[config.mk]
export PLATFORM = sky130hd
export DESIGN_NAME = vidloss_failover
export DESIGN_NICKNAME = d
export VERILOG_FILES = /design/src/rtl/vlf_pkg.sv /design/src/rtl/vlf_reset_sync.sv /design/src/rtl/vlf_level_detect.sv /design/src/rtl/vlf_tick_gen.sv /design/src/rtl/vlf_watchdog.sv /design/src/rtl/vlf_mode_fsm.sv /design/src/rtl/vidloss_failover.sv
export SDC_FILE = /design/constraint.sdc
export NUM_CORES = 1
export LEC_CHECK = 0
export ABC_AREA = 1
export BUFFER_PORTS_ARGS = -buffer_cell sky130_fd_sc_hd__buf_2
export CAP_MARGIN = 40
export CORE_UTILIZATION = 56
export DETAILED_ROUTE_END_ITERATION = 8
export PLACE_DENSITY = 0.74
export SYNTH_ARGS = -nofsm -noshare
export SYNTH_HDL_FRONTEND = slang
export SYNTH_HIERARCHICAL = 1
export SYNTH_SLANG_ARGS = --single-unit
[constraint.sdc]
create_clock -name clk_i -period 0.8 [get_ports clk_i]
set_input_delay 0.04 -clock clk_i [delete_from_list [all_inputs] [get_ports clk_i]]
set_output_delay 0.04 -clock clk_i [all_outputs]
set_load 0.05 [all_outputs]
[src/rtl/vlf_pkg.sv]
package vlf_pkg;

  // Output ownership: external video passes, or local generator drives.
  typedef enum logic {
    FO_PASSIVE = 1'b0,
    FO_LOCAL   = 1'b1
  } fo_mode_e;

endpackage

[src/rtl/vlf_reset_sync.sv]
module vlf_reset_sync (
  input  logic clk_i,
  input  logic rst_ni,
  output logic rst_sync_no
);

  logic [1:0] stage_q;
  logic [1:0] stage_d;

  always_comb begin
    stage_d = {stage_q[0], 1'b1};
  end

  always_ff @(posedge clk_i or negedge rst_ni) begin
    if (!rst_ni) begin
      stage_q <= 2'b00;
    end else begin
      stage_q <= stage_d;
    end
  end

  assign rst_sync_no = stage_q[1];

endmodule

[src/rtl/vlf_level_detect.sv]
module vlf_level_detect #(
  parameter int SAMPLE_W  = 8,
  parameter int THRESHOLD = 20
) (
  input  logic                clk_i,
  input  logic                rst_ni,
  input  logic [SAMPLE_W-1:0] sample_i,
  input  logic                valid_i,
  output logic                hit_o
);

  localparam logic [SAMPLE_W-1:0] TH_VAL = SAMPLE_W'(THRESHOLD);

  logic hit_d;
  logic hit_q;

  // Strictly-above compare, qualified by the valid strobe.
  always_comb begin
    hit_d = valid_i && (sample_i > TH_VAL);
  end

  always_ff @(posedge clk_i or negedge rst_ni) begin
    if (!rst_ni) begin
      hit_q <= 1'b0;
    end else begin
      hit_q <= hit_d;
    end
  end

  assign hit_o = hit_q;

  // a valid sample at or below the threshold never registers a hit.
  p_quiet_sample_r2: assert property (@(posedge clk_i) disable iff (!rst_ni)
    (valid_i && (sample_i <= TH_VAL)) |=> !hit_o);

  // an unqualified sample never registers a hit.
  p_invalid_sample_r6: assert property (@(posedge clk_i) disable iff (!rst_ni)
    !valid_i |=> !hit_o);

endmodule

[src/rtl/vlf_tick_gen.sv]
module vlf_tick_gen #(
  parameter int PRESCALE = 256
) (
  input  logic clk_i,
  input  logic rst_ni,
  input  logic clear_i,
  output logic tick_o
);

  localparam int            PRE_W    = (PRESCALE > 1) ? $clog2(PRESCALE) : 1;
  localparam logic [PRE_W-1:0] PRE_LAST = PRE_W'(PRESCALE - 1);

  logic [PRE_W-1:0] pre_q;
  logic [PRE_W-1:0] pre_d;
  logic             wrap;

  always_comb begin
    wrap  = (pre_q == PRE_LAST);
    pre_d = pre_q;
    if (clear_i) begin
      pre_d = '0;
    end else if (wrap) begin
      pre_d = '0;
    end else begin
      pre_d = pre_q + PRE_W'(1);
    end
  end

  always_ff @(posedge clk_i or negedge rst_ni) begin
    if (!rst_ni) begin
      pre_q <= '0;
    end else begin
      pre_q <= pre_d;
    end
  end

  assign tick_o = wrap && !clear_i;

  // a clear restarts the prescaler from zero.
  p_clear_restarts_r4: assert property (@(posedge clk_i) disable iff (!rst_ni)
    clear_i |=> (pre_q == '0));

  // ticks are spaced by the prescale ratio, never back to back.
  p_tick_spacing_r5: assert property (@(posedge clk_i) disable iff (!rst_ni)
    tick_o |=> !tick_o);

endmodule

[src/rtl/vlf_watchdog.sv]
module vlf_watchdog #(
  parameter int TIMEOUT_TICKS = 256
) (
  input  logic clk_i,
  input  logic rst_ni,
  input  logic clear_i,
  input  logic tick_i,
  output logic expire_o
);

  localparam int              WD_W    = (TIMEOUT_TICKS > 1) ? $clog2(TIMEOUT_TICKS) : 1;
  localparam logic [WD_W-1:0] WD_LAST = WD_W'(TIMEOUT_TICKS - 1);

  logic [WD_W-1:0] wd_q;
  logic [WD_W-1:0] wd_d;
  logic            exp_q;
  logic            exp_d;
  logic            at_last;

  always_comb begin
    at_last = (wd_q == WD_LAST);
    wd_d    = wd_q;
    exp_d   = 1'b0;
    if (clear_i) begin
      wd_d  = '0;
    end else if (tick_i) begin
      // Free-running: wrap after the last tick and flag an expiry.
      if (at_last) begin
        wd_d  = '0;
        exp_d = 1'b1;
      end else begin
        wd_d  = wd_q + WD_W'(1);
      end
    end
  end

  always_ff @(posedge clk_i or negedge rst_ni) begin
    if (!rst_ni) begin
      wd_q  <= '0;
      exp_q <= 1'b0;
    end else begin
      wd_q  <= wd_d;
      exp_q <= exp_d;
    end
  end

  assign expire_o = exp_q;

  // the tick counter never leaves its window.
  p_no_overflow_r5: assert property (@(posedge clk_i) disable iff (!rst_ni)
    wd_q <= WD_LAST);

  // a clear empties the window and suppresses any pending expiry.
  p_clear_window_r4: assert property (@(posedge clk_i) disable iff (!rst_ni)
    clear_i |=> ((wd_q == '0) && !expire_o));

endmodule

[src/rtl/vlf_mode_fsm.sv]
module vlf_mode_fsm
  import vlf_pkg::*;
(
  input  logic     clk_i,
  input  logic     rst_ni,
  input  logic     hit_i,
  input  logic     expire_i,
  output fo_mode_e mode_o
);

  fo_mode_e mode_q;
  fo_mode_e mode_d;

  // A detection outranks a simultaneous expiry.
  always_comb begin
    mode_d = mode_q;
    if (hit_i) begin
      mode_d = FO_PASSIVE;
    end else if (expire_i) begin
      mode_d = FO_LOCAL;
    end
  end

  always_ff @(posedge clk_i or negedge rst_ni) begin
    if (!rst_ni) begin
      mode_q <= FO_PASSIVE;
    end else begin
      mode_q <= mode_d;
    end
  end

  assign mode_o = mode_q;

  // a detection hands the output back to the external source.
  p_hit_releases_r3: assert property (@(posedge clk_i) disable iff (!rst_ni)
    hit_i |=> (mode_o == FO_PASSIVE));

  // an expiry with no detection hands the output to the local source.
  p_expiry_takes_over_r5: assert property (@(posedge clk_i) disable iff (!rst_ni)
    (expire_i && !hit_i) |=> (mode_o == FO_LOCAL));

  // local ownership persists until a detection arrives.
  p_hold_local_r8: assert property (@(posedge clk_i) disable iff (!rst_ni)
    ((mode_o == FO_LOCAL) && !hit_i) |=> (mode_o == FO_LOCAL));

endmodule

[src/rtl/vidloss_failover.sv]
module vidloss_failover
  import vlf_pkg::*;
#(
  parameter int SAMPLE_W      = 8,
  parameter int THRESHOLD     = 20,
  parameter int PRESCALE      = 256,
  parameter int TIMEOUT_TICKS = 256
) (
  input  logic                clk_i,
  input  logic                rst_ni,
  input  logic [SAMPLE_W-1:0] sample_i,
  input  logic                sample_valid_i,
  output logic                sync_en_o,
  output logic                switch_close_o
);

  logic     rst_sync_n;
  logic     hit;
  logic     tick;
  logic     expire;
  fo_mode_e mode;

  vlf_reset_sync u_rst (
    .clk_i       (clk_i),
    .rst_ni      (rst_ni),
    .rst_sync_no (rst_sync_n)
  );

  vlf_level_detect #(
    .SAMPLE_W  (SAMPLE_W),
    .THRESHOLD (THRESHOLD)
  ) u_detect (
    .clk_i    (clk_i),
    .rst_ni   (rst_sync_n),
    .sample_i (sample_i),
    .valid_i  (sample_valid_i),
    .hit_o    (hit)
  );

  vlf_tick_gen #(
    .PRESCALE (PRESCALE)
  ) u_tick (
    .clk_i   (clk_i),
    .rst_ni  (rst_sync_n),
    .clear_i (hit),
    .tick_o  (tick)
  );

  vlf_watchdog #(
    .TIMEOUT_TICKS (TIMEOUT_TICKS)
  ) u_wdog (
    .clk_i    (clk_i),
    .rst_ni   (rst_sync_n),
    .clear_i  (hit),
    .tick_i   (tick),
    .expire_o (expire)
  );

  vlf_mode_fsm u_fsm (
    .clk_i    (clk_i),
    .rst_ni   (rst_sync_n),
    .hit_i    (hit),
    .expire_i (expire),
    .mode_o   (mode)
  );

  assign sync_en_o      = (mode == FO_LOCAL);
  assign switch_close_o = (mode == FO_LOCAL);

  // generator enable and switch control move together.
  p_outputs_agree_r7: assert property (@(posedge clk_i) disable iff (!rst_ni)
    sync_en_o == switch_close_o);

  // both outputs are low while the internal reset holds.
  p_reset_state_r1: assert property (@(posedge clk_i)
    !rst_sync_n |-> (!sync_en_o && !switch_close_o));

endmodule

==> results by stage, run 1 <==
Critical path:
- Walking the worst path, the cells encountered are ha_4 > nand2_4 > nor2_4 > nand3_2 > nor2_4 > inv_4 > nand2_8 > nand3b_4 > o21bai_2 > nand2_1 > inv_1.
- The required time of the critical path is 1050 ps.
- The startpoint type of the worst setup path is a register.
- The delay of the slowest critical-path stage is 410 ps.
- The cell occurring most often along the worst timing path is sky130_fd_sc_hd__nor2_4.
- In this run the worst path has a maximum fanout of 5.
- The worst setup path is captured at a register.
- Data on the critical path arrives at its endpoint at 1710 ps.
- The critical path's slowest cell is sky130_fd_sc_hd__dfrtp_1.
- The type of the worst setup path is reg -> reg.

Final layout:
- The final design utilization is 0.8653.
- In the final layout, the share of cells above drive strength 1 is 0.4239.
- Leaving out fill and tap cells, the most frequent cell in the layout is sky130_fd_sc_hd__nand2_1.
- With fillers left out, the area of the finished cells amounts to 1575 µm².
- The number of antenna repair diodes is 0.
- From synthesis to final layout, the design area changed by 38.81%.
- In the layout the commonest cells are sky130_fd_sc_hd__nand2_1 (27), sky130_fd_sc_hd__buf_4 (26), sky130_fd_sc_hd__dfrtp_1 (19).
- After the last flow step, the layout net total stands at 198.

GRT:
- The maximum number of pins on one net before global-route repair is 20.
- For met2 alone, demand over resource in global routing was 0.5250.
- The number of antenna violations at the first check in global routing is 0.
- In the global route stage, met1 resource usage came out at 0.2615.
- The wire length of the first global-routing pass is 4036 µm.
- The routing usage on met3 is 0.04231.
- The total routing resource utilization after global routing is 0.2668.
- The global route total overflow is 0.
- The via count of the first global-routing pass is 1062.
- The most utilized layer in the global route result is met2.

Synthesis:
- The main combinational cell family by area after synthesis is simple AND/OR/NAND/NOR gates.
- In the post-synthesis netlist, the biggest area contributors are sky130_fd_sc_hd__dfrtp_1 (46%), sky130_fd_sc_hd__nand2_1 (9.9%), sky130_fd_sc_hd__inv_1 (6.6%), sky130_fd_sc_hd__nor2_1 (6.6%), sky130_fd_sc_hd__a21oi_1 (3.1%).
- After synthesis, the netlist uses 26 different library cells.
- The XOR/XNOR share of the synthesized area is 0.007718.
- The share of the Yosys chip area taken by registers is 0.4631.
- The portion of synthesized cell area occupied by the leading cell type is 0.4631.
- In this run, synthesis produced a sequential element count of 21.
- The synthesized instance count is 138.
- The multiplexer fraction of the synthesized cell area is 0.
- The commonest register cell after synthesis is sky130_fd_sc_hd__dfrtp_1.
- The fraction of registers with async set or reset after synthesis is 1.000.
- Of the total synthesized cell area, the portion taken by AND, OR, NAND and NOR gates is 0.3550.
- The number of enable flip-flop cells after synthesis is 0.
- The net count of the mapped netlist is 151.
- After synthesis, the mean cell area works out to 8.223 µm².
- During synthesis, Yosys emitted a total of 6 warnings.
- The fraction of the mapped netlist area in compound gates is 0.06725.
- The library cell with the largest summed area after synthesis is sky130_fd_sc_hd__dfrtp_1.
- The cell area after synthesis is 1135 µm².
- The arithmetic-cell share of the synthesized area counting full adders, half adders and majority gates is 0.02205.

CTS:
- The maximum clock path buffer count is 2.
- The total clock sinks is 21.
- The number of clock buffers added by TritonCTS is 3.
- The clock slew seen by the registers of the worst setup and hold paths is 110 ps.
- The source-to-sink clock delay at the later pin of the worst-skew pair is 300 ps.
- The root buffer cell is sky130_fd_sc_hd__clkbuf_4.
- The TritonCTS clock tree is built.
- The total number of H-tree levels is 1.

Drt:
- The number of design-rule violations left by the first detailed-router iteration is 18.
- The average via count per standard cell is 5.048.
- The number of nets with antenna violations after routing is 0.
- For this run, the detailed router's first-pass iteration total came to 4.
- The routed design has 2546 µm of wire.
- After detailed routing, the average wire length per cell comes to 12.18 µm.
- The routed layout has 1055 vias.
- After detailed routing, the number of remaining DRC violations is 0.

STA:
- Across the routed clock network, the largest skew measured is 2.619 ps.
- Counting I/O delays and the setup requirement, the final critical path takes 1462 ps.
- Setup repair after global routing could not meet its margin everywhere.
- Setup violations remaining at the end of the flow were counted as 19.
- The part of the cycle the worst path needs is 1.827.
- Across all hold checks on the routed design, the worst slack comes to 39.48 ps.
- Derived from the worst setup path, the maximum achievable clock frequency is 684.0 MHz.
- The number of max-slew violations in the final report came to 0.
- After layout, the worst setup slack is -661.9 ps.
- The number of hold-slack violations in the final timing report came to 0.

Placement:
- The placement-stage cell area is 1420 µm².
- The count of port buffers added during placement is 12.
- The global placer's final weighted congestion is 0.8213.
- The post-DP HPWL is 1807 µm.

Power and ir drop:
- The power per cell area is 1211 nW/µm².
- After layout, the design draws a total of 0.001908 W.
- The maximum vdd ir drop is 1.205 mV.
- The analysis attributes to cell leakage a power of 0.8098 nW.

Min path:
- The kind of path behind the tightest hold check is in -> async.

Die:
- The floorplan step defined a die boundary enclosing 2210 µm².
- The die height is 47.02 µm.
- The die boundary width is 47.02 µm.
- The initialized floorplan defines 15 standard-cell rows.
- After floorplanning, the core was sized to cover 1821 µm².
- The number of I/O pins is 13.
- The effective utilization at floorplan is 0.6234.

Flow run:
- Across the run, the number of max-cap violations was 0.

Outcome:
- The checks that failed: setup timing.
- The run finished, with violations left.
-- kinds of logic after synthesis --
family	after synthesis
buffers and inverters	23
adders and majority gates	2
AOI/OAI and AO/OA	13
xor gates and xnor gates	1
other	1
DFF	21
and+or+nand+nor	77
-- power by group --
group          internal, W  leakage, nW  switching (W)  total, W
sequential         0.00109        0.281      0.0000309   0.00112
combinational     0.000137        0.514       0.000151  0.000288
clock             0.000194       0.0150       0.000304  0.000498
total              0.00142        0.810       0.000485   0.00191
-- repair_timing --
action | CTS | global route
setup buffers | 3 | 1
resized for setup | 15 | 6
pin swaps | 6 | 2
hold buffers | 2 | 0
hold endpoints to repair | 3 | 0
endpoints found under the setup margin | 19 | 20
gates cloned | 1 | 0
-- synth_stat cells, types with 2 or more instances --
cell type and instances:
sky130_fd_sc_hd__nand2_1 30, sky130_fd_sc_hd__dfrtp_1 21, sky130_fd_sc_hd__inv_1 20, sky130_fd_sc_hd__nor2_1 20, sky130_fd_sc_hd__a21oi_1 7, sky130_fd_sc_hd__nand3_1 5, sky130_fd_sc_hd__nor2_2 5, sky130_fd_sc_hd__nand2_2 3
sky130_fd_sc_hd__nor2_4 3, sky130_fd_sc_hd__nor3_1 3, sky130_fd_sc_hd__o21ai_0 3, sky130_fd_sc_hd__ha_1 2, sky130_fd_sc_hd__nand3_2 2, sky130_fd_sc_hd__nand4_1 2
-- sequential cells by signal, summed over array words and instances, names as in the netlist --
signal / cells
u_fsm/mode_o: 1
u_tick/pre_q: 8
u_detect/hit_o: 1
u_wdog/wd_q: 8
u_wdog/expire_o: 1
u_rst/stage_q: 2
-- final cells by class --
class | count | area (µm²)
Timing Repair Buffer | 42 | 310.3
Sequential cell | 21 | 528.0
Multi-Input combinational cell | 95 | 594.3
Inverter | 22 | 85.08
Fill cell | 100 | 245.2
Clock buffer | 4 | 26.28
Tap cell | 25 | 31.28
-- layer usage --
| layer | vias to the layer above | wire length [µm] | part of all wire |
|---|---|---|---|
| li1 | 519 | - | - |
| met4 | 0 | 40 | 0.016 |
| met3 | 4 | 71 | 0.028 |
| met5 | - | 0 | 0 |
| met2 | 24 | 1368 | 0.54 |
| met1 | 508 | 1066 | 0.42 |
-- worst max-delay path, delay by kind of cell, from the launching register on --
| kind | cells | cell delay [ps] |
|---|---|---|
| fa+ha+maj | 1 | 170 |
| compound gates | 1 | 110 |
| simple gates | 7 | 600 |
| flops | 1 | 410 |
| buf+inv | 2 | 120 |
-- stage by stage --
step                setup TNS (ps)  worst slack [ps]  cells
global route                -10580            -773.7    209
floorplan                    -6587            -645.5    138
CTS                          -8867            -651.2    208
finish                       -9294            -661.9    209
global placement             -7080            -584.7    198
detailed placement           -8090            -677.0    198
-- path summary, 6_finish.rpt --
| check | slack, ps | depth (start not counted) | start | end |
|---|---|---|---|---|
| worst max register to register | -660 | 11 | u_tick/pre_q[0] | u_wdog/wd_q[7] |
| worst min-delay path | 40 | 2 | rst_ni | u_rst/stage_q[0] |
| min in group clk_i | 80 | 6 | sample_i[6] | u_detect/hit_o |
| max in group asynchronous | 380 | 1 | u_rst/stage_q[1] | u_fsm/mode_o |
| worst min register to register | 200 | 1 | u_rst/stage_q[1] | u_tick/pre_q[3] |
| worst max-delay path | -660 | 11 | u_tick/pre_q[0] | u_wdog/wd_q[7] |
(Power assumes the default switching activity.)
==> inputs of run 2 (changes only) <==
CTS_BUF_LIST = sky130_fd_sc_hd__clkbuf_16   (was not set)
==> results by stage, run 2 (synthesis results as in run 1) <==
STA:
- The number of hold-slack violations in the final timing report was 0 (unchanged).
- The minimum setup slack in the final design is -759.5 ps (-97.59 ps).
- The number of max-slew violations in the final report is 0 (unchanged).
- The shortest period the worst path allows came to 1559 ps (+97.59 ps).
- The setup violation total in the final timing report is 19 (unchanged).
- The part of the cycle the worst path needs came to 1.949 (+0.1220).
- The clock tree skew after final layout is 1.339 ps (-1.280 ps).
- Setup repair after global routing could not meet its margin everywhere.
- The highest clock rate is 641.2 MHz (-6.3%).
- The worst-case hold slack came to 102.7 ps (+63.24 ps).

CTS:
- The number of buffers inserted during clock tree synthesis is 3 (unchanged).
- The clock slew seen by the registers of the worst setup and hold paths was 50 ps (-60 ps).
- The root buffer cell is sky130_fd_sc_hd__clkbuf_16.
- The maximum clock path buffer count is 2 (unchanged).
- The total number of H-tree levels is 1 (unchanged).
- The total clock sinks is 21 (unchanged).
- The source-to-sink clock delay at the later pin of the worst-skew pair is 250 ps (-50 ps).
- The TritonCTS clock tree is built.

Critical path:
- The reg-to-reg critical path endpoint is u_wdog/wd_q[4].
- The required time of the critical path was 920 ps (-130 ps).
- The endpoint type of the worst setup path is a register.
- The buffer and inverter count on the worst path is 1 (-1).
- The worst reg2reg path startpoint is u_tick/pre_q[1].
- The delay of the slowest critical-path stage came to 400 ps (about the same).
- The arrival time of the worst setup path is 1680 ps (-30 ps).
- The worst-path maximum fanout is 5 (unchanged).
- The type of the worst setup path is reg -> reg.
- Tracing the worst setup path back leads to its startpoint at u_tick/pre_q[1].
- The worst setup path is launched from a register.
- The reg2reg setup slack is -760 ps (-100 ps).
- The signal on the critical path passes through ha_4 > nand2_4 > nor2_4 > nand3_4 > nor2_4 > inv_4 > nor3_1 > nor3_1.
- The number of cells on the critical path is 8 (-3).
- The family with the most delay on the worst path is simple AND/OR/NAND/NOR gates.
- The cell count of the worst reg-to-reg path came to 8 (-3).
- The capturing element of the worst setup path is u_wdog/wd_q[4].
- For this design, the slowest cell found on the critical path is sky130_fd_sc_hd__dfrtp_1.

Power and ir drop:
- The leakage power figure is 0.8411 nW (+3.9%).
- The power per cell area came to 1479 nW/µm² (+22%).
- The overall power consumption is 0.002441 W (+28%).
- The maximum vdd ir drop came to 1.434 mV (+19%).

Drt:
- The average via count per standard cell is 5.316 (+5.3%).
- The number of remaining DRC errors came to 0 (unchanged).
- The routed length per placed instance is 14.36 µm (+18%).
- The total iterations of the first detailed-routing run came to 4 (unchanged).
- The total number of vias was 1111 (+5.3%).
- The routed wire length came to 3002 µm (+18%).
- The number of design-rule violations left by the first detailed-router iteration came to 34 (+16).
- The number of nets with antenna violations after routing is 0 (unchanged).

Final layout:
- The final-layout fill cell count came to 82 (-18%).
- The footprint of the flip-flops and latches came to 528.0 µm² (unchanged).
- The most common cell after layout, fill and taps aside is sky130_fd_sc_hd__nand2_1.
- The ratio of cells with drive above 1 in the final layout is 0.4293 (+0.005435).
- The number of antenna repair diodes is 0 (unchanged).
- The final design utilization is 0.9065 (+0.04124).
- The net count reported at finish is 198 (unchanged).
- The footprint of the multi-input gates is 613.1 µm² (+3.2%).
- The post-route cell area is 1650 µm² (+4.8%).
- The signed area change from the synthesized netlist to the final layout is 45.42%.
- The top cell types in the final layout, fill and taps aside, are sky130_fd_sc_hd__nand2_1 (27), sky130_fd_sc_hd__buf_4 (25), sky130_fd_sc_hd__inv_1 (20).
- In the final layout, the registers with the most flip-flops are u_tick/pre_q: 8 flops, u_wdog/wd_q: 8 flops, u_rst/stage_q: 2 flops.

GRT:
- The wire length of the first global-routing pass is 4222 µm (+4.6%).
- The number of antenna violations at the first check in global routing is 0 (unchanged).
- The total routing resource utilization after global routing came to 0.2831 (+0.01625).
- The via count of the first global-routing pass is 1097 (+3.3%).
- The global route total overflow is 0 (unchanged).
- The maximum number of pins on one net before global-route repair is 20 (unchanged).

Placement:
- The worst-case setup slack after placement is -677.0 ps (unchanged).
- The global placer's final weighted congestion is 0.8213 (unchanged).
- The placement-stage cell area is 1420 µm² (unchanged).
- The post-DP HPWL was 1807 µm (unchanged).
- The count of port buffers added during placement is 12 (unchanged).

Outcome:
- The checks that failed: setup timing.
- The run finished, with violations left.

Die:
- The die area is 2210 µm² (unchanged).
- The effective utilization at floorplan is 0.6234 (unchanged).
- The number of rows in the core area was 15 (unchanged).
- The die boundary width was 47.02 µm (unchanged).
- The number of I/O pins came to 13 (unchanged).
- The die height is 47.02 µm (unchanged).
- The core region area is 1821 µm² (unchanged).

Min path:
- The worst hold path belongs to the class in -> async.

Flow run:
- The count of max-cap constraint violations was 0 (unchanged).
-- run 2: cell types whose count changed in the layout (fill, tap and decap cells not counted), sizes merged --
cell,change
clkbuf,-1
inv,+1
-- run 2: cell type report --
class,count,share of cell area
inverters,22,0.05155
repair buffers,42,0.1903
clock buffers,3,0.04549
clock inverters,1,0.002274
multi-input cells,95,0.3715
flip-flops and latches,21,0.3199
well taps,25,0.01895
-- run 2: how the worst min path moves through the flow --
stage / end / slack [ps] / cells past startpoint
after floorplan: u_rst/stage_q[0] / -260 / 0
after detailed placement: u_rst/stage_q[0] / -170 / 1
final: u_rst/stage_q[1] / 100 / 2
after CTS: u_rst/stage_q[0] / 110 / 2
after global placement: u_rst/stage_q[0] / -180 / 1
after global routing: u_rst/stage_q[0] / 100 / 2
-- run 2: report_power, final --
| part | leakage [nW] | total (W) | internal (W) | switching (W) |
|---|---|---|---|---|
| registers | 0.281 | 0.00113 | 0.00109 | 0.0000320 |
| logic | 0.518 | 0.000291 | 0.000136 | 0.000155 |
| clock network | 0.0423 | 0.00102 | 0.000665 | 0.000360 |
| total | 0.841 | 0.00244 | 0.00189 | 0.000547 |
-- run 2: metal layers --
layer  up-vias  track usage  share of wire
met1       526       0.2549           0.38
met5         -            0              0
met3        16      0.04231          0.047
met4         0       0.1543          0.038
li1        521            -              -
met2        48       0.5833           0.53
-- run 2: repair_timing --
action,in CTS,in global routing
hold buffers,2,0
gates cloned,1,0
hold endpoints to repair,3,0
gates resized for setup,17,9
pin swaps,6,3
endpoints found under the setup margin,19,20
buffers inserted,3,3
-- run 2: stage by stage --
| stage | instances | TNS [ps] |
|---|---|---|
| 6_report | 209 | -10160 |
| 4_1_cts | 208 | -8702 |
| 3_5_place_dp | 198 | -8090 |
| 3_3_place_gp | 198 | -7080 |
| 2_1_floorplan | 138 | -6587 |
| 5_1_grt | 209 | -10780 |
==> inputs of run 3 (changes only) <==
ABC_AREA = 0   (was 1)
CORE_UTILIZATION = 55   (was 56)
PLACE_DENSITY = 0.73   (was 0.74)
==> results by stage, run 3 <==
STA:
- The part of the cycle the worst path needs is 2.168 (+0.2189).
- The highest clock rate came to 576.5 MHz (-10%).
- The number of max-slew violations in the final report is 0 (unchanged).
- The shortest period the worst path allows was 1735 ps (+175.2 ps).
- The worst-case hold slack is 60.92 ps (-41.80 ps).
- The setup violation total in the final timing report is 20 (+1).
- The number of hold-slack violations in the final timing report is 0 (unchanged).
- Setup repair after global routing could not meet its margin everywhere.
- The clock tree skew after final layout was 4.961 ps (+3.622 ps).
- The minimum setup slack in the final design was -934.6 ps (-175.2 ps).

Critical path:
- The reg-to-reg critical path endpoint is u_wdog/wd_q[3].
- The reg2reg setup slack came to -930 ps (-180 ps).
- The capturing element of the worst setup path is u_wdog/wd_q[3].
- The delay of the slowest critical-path stage is 390 ps (about the same).
- The endpoint type of the worst setup path is a register.
- STA classifies the critical path startpoint as a register.
- The cell count of the worst reg-to-reg path is 5 (-3).
- Walking the worst path, the cells encountered are nand4_1 > nor3_4 > inv_2 > or3_1 > a31oi_1.
- The type of the worst setup path is reg -> reg.
- The worst-path maximum fanout is 6 (+1).
- Broken down by cell family, the worst path's largest delay share belongs to simple AND/OR/NAND/NOR gates.
- The number of cells on the critical path is 5 (-3).
- The required time of the critical path is 970 ps (+50 ps).
- The arrival time of the worst setup path was 1900 ps (+220 ps).
- The buffer and inverter count on the worst path is 1 (unchanged).
- The startpoint identified for the worst register-to-register timing path is u_tick/pre_q[5].
- The critical path's slowest cell is sky130_fd_sc_hd__dfrtp_1.
- The beginning of the critical path is u_tick/pre_q[5].

Power and ir drop:
- The power per cell area is 1684 nW/µm² (+14%).
- The maximum vdd ir drop is 2.607 mV (+82%).
- The leakage power figure is 0.7102 nW (-16%).

Synthesis:
- The synthesized instance count is 97 (-30%).
- In the synthesized netlist, the cells that appear most often are sky130_fd_sc_hd__dfrtp_1 (21), sky130_fd_sc_hd__a21oi_1 (8), sky130_fd_sc_hd__nand2_1 (6), sky130_fd_sc_hd__nor2_1 (6).
- The library cell with the largest summed area after synthesis is sky130_fd_sc_hd__dfrtp_1.
- By area the synthesized netlist is led by sky130_fd_sc_hd__dfrtp_1 (52%), sky130_fd_sc_hd__a21oi_1 (4.0%), sky130_fd_sc_hd__xor2_1 (2.6%), sky130_fd_sc_hd__ha_1 (2.5%), sky130_fd_sc_hd__nand3_1 (2.5%).
- The commonest register cell after synthesis is sky130_fd_sc_hd__dfrtp_1.
- The number of different library cells in the post-synthesis netlist is 34 (+31%).
- The net count of the mapped netlist was 110 (-27%).
- The total of warnings raised by yosys is 6 (unchanged).
- The fraction of registers with async set or reset after synthesis came to 1.000 (unchanged).
- The share of synthesized area occupied by flip-flops and latches is 0.5211 (+0.05803).
- The cell area after synthesis came to 1008 µm² (-11%).
- The most numerous cell in the Yosys netlist is sky130_fd_sc_hd__dfrtp_1.
- The average footprint of a synthesized cell was 10.40 µm² (+26%).
- The portion of synthesized cell area occupied by the leading cell type is 0.5211 (+0.05803).
- The post-synthesis register bit count came to 21 (unchanged).
- The number of enable flip-flop cells after synthesis was 0 (unchanged).

CTS:
- In this run the clock root is driven by a sky130_fd_sc_hd__clkbuf_16.
- The total number of H-tree levels is 1 (unchanged).
- The maximum clock path buffer count is 2 (unchanged).
- TritonCTS built the clock tree.
- The total clock sinks is 21 (unchanged).
- The number of buffers inserted during clock tree synthesis is 3 (unchanged).
- The source-to-sink clock delay at the later pin of the worst-skew pair was 250 ps (about the same).
- The clock slew seen by the registers of the worst setup and hold paths came to 60 ps (about the same).

GRT:
- The fraction of met1 tracks used by global routing is 0.3948 (+0.1400).
- The most utilized layer in the global route result is met2.
- The global route total overflow came to 0 (unchanged).
- The total routing resource utilization after global routing is 0.3191 (+0.03607).
- The maximum number of pins on one net before global-route repair was 20 (unchanged).
- The fraction of met2 tracks used by global routing is 0.5294 (-0.05392).
- The via count of the first global-routing pass was 948 (-14%).
- The routing usage on met3 is 0.04800 (+0.005692).
- The wire length of the first global-routing pass is 4450 µm (+5.4%).
- The number of antenna violations at the first check in global routing came to 0 (unchanged).

Die:
- The die area was 2009 µm² (-9.1%).
- The die height is 44.82 µm (-4.7%).
- The effective utilization at floorplan is 0.5841 (-0.03931).
- The core region area was 1727 µm² (-5.2%).
- The number of I/O pins is 13 (unchanged).
- The number of rows in the core area was 15 (unchanged).
- The die boundary width is 44.82 µm (-4.7%).

Placement:
- The global placer's final weighted congestion is 0.8809 (+7.3%).
- The count of port buffers added during placement is 12 (unchanged).
- The worst-case setup slack after placement came to -702.3 ps (-25.28 ps).
- The cell count after placement is 158 (-20%).
- The post-DP HPWL came to 1630 µm (-9.8%).

Final layout:
- The largest registers in the layout are u_tick/pre_q: 8 flops, u_wdog/wd_q: 8 flops, u_rst/stage_q: 2 flops.
- The footprint of the flip-flops and latches was 528.0 µm² (unchanged).
- The footprint of the multi-input gates came to 603.1 µm² (-1.6%).
- The ratio of cells with drive above 1 in the final layout is 0.5034 (+0.07410).
- The number of antenna repair diodes came to 0 (unchanged).
- In the layout the commonest cells are sky130_fd_sc_hd__buf_4 (30), sky130_fd_sc_hd__dfrtp_1 (19), sky130_fd_sc_hd__buf_2 (10).
- The non-filler instance count after layout is 170 (-19%).
- Leaving out fill and tap cells, the most frequent cell in the layout is sky130_fd_sc_hd__buf_4.
- The net count reported at finish is 159 (-20%).
- From synthesis to final layout, the design area changed by 58.68%.
- The final-layout fill cell count came to 63 (-23%).

Drt:
- The total number of vias is 1167 (+5.0%).
- The average via count per standard cell was 6.865 (+29%).
- The total iterations of the first detailed-routing run came to 7 (+3).
- The routed wire length is 4013 µm (+34%).
- The routed length per placed instance is 23.61 µm (+64%).
- The number of remaining DRC errors is 0 (unchanged).
- The number of nets with antenna violations after routing is 0 (unchanged).
- The number of design-rule violations left by the first detailed-router iteration is 91 (+170%).

Outcome:
- The run finished, with violations left.
- The final reports fail on setup timing.

Flow run:
- The count of max-cap constraint violations is 0 (unchanged).

Min path:
- The worst hold path belongs to the class in -> reg.
==> run 3: changes by cell type in the layout (fill, tap and decap cells not counted), moves of 3 or more <==
cell,before,now
sky130_fd_sc_hd__nor2_1,17,6
sky130_fd_sc_hd__inv_1,20,0
sky130_fd_sc_hd__nand2_4,5,0
sky130_fd_sc_hd__buf_4,25,30
sky130_fd_sc_hd__nor2_2,6,0
sky130_fd_sc_hd__nor2_4,5,0
sky130_fd_sc_hd__nand2_1,27,5
sky130_fd_sc_hd__or3_1,0,3
==> run 3: routing by layer <==
metal | vias to the layer above | share of wire
met5 | - | 0
met4 | 0 | 0.065
met3 | 36 | 0.098
met2 | 112 | 0.49
met1 | 560 | 0.34
li1 | 459 | -
==> run 3: stage by stage <==
step	power [W]	area (µm²)	setup TNS, ps	util
2_1_floorplan	0.001348	1047	-7265	-
3_3_place_gp	0.001492	1321	-7717	0.7652
3_5_place_dp	0.001517	1321	-8421	0.7652
4_1_cts	0.002592	1494	-9191	0.8652
5_1_grt	0.002764	1600	-13260	0.9268
6_report	0.002695	1600	-11390	0.9268
==> run 3: how the worst min path moves through the flow <==
| stage | from | endpoint | slack [ps] | depth (start not counted) |
|---|---|---|---|---|
| finish | sample_valid_i | u_detect/hit_o | 60 | 3 |
| global route | sample_valid_i | u_detect/hit_o | 50 | 3 |
| CTS | sample_valid_i | u_detect/hit_o | 10 | 3 |
| detailed placement | rst_ni | u_rst/stage_q[1] | -170 | 1 |
| global placement | rst_ni | u_rst/stage_q[0] | -180 | 1 |
| floorplan | rst_ni | u_rst/stage_q[0] | -260 | 0 |
==> run 3: area by class of cell <==
type,count,share of cell area
sequential,21,0.3299
multi-input combinational,72,0.3769
clock buffer,3,0.04691
tap,25,0.01955
clock inverter,1,0.003127
inverter,2,0.004691
timing repair buffer,46,0.2189
==> run 3: cells by family after synthesis <==
family          Yosys count  synth area share
mux                       1          0.009926
buf+inv                   4           0.01985
flops                    21            0.5211
xor+xnor                  4           0.03475
other cells               1          0.003719
fa+ha+maj                 2           0.02481
compound gates           25            0.1588
simple gates             39            0.2270
==> run 3: report_power, final <==
part | total (W) | internal, W | switching (W) | leakage (nW)
registers | 0.00119 | 0.00112 | 0.0000686 | 0.279
logic | 0.000455 | 0.000214 | 0.000241 | 0.390
clock network | 0.00105 | 0.000671 | 0.000382 | 0.0409
total | 0.00269 | 0.00200 | 0.000692 | 0.710
==> run 3: tightest hold or removal path, cell delays in order <==
cell and delay [ps]:
sky130_fd_sc_hd__buf_2 90, sky130_fd_sc_hd__o41ai_1 80, sky130_fd_sc_hd__a21oi_1 60
==> run 3: timing repair <==
action	4_1_cts	5_1_grt
pin swaps	7	8
setup buffers	4	7
setup endpoints to repair	20	20
hold buffers	1	0
hold endpoints to repair	2	0
gates resized for setup	15	14
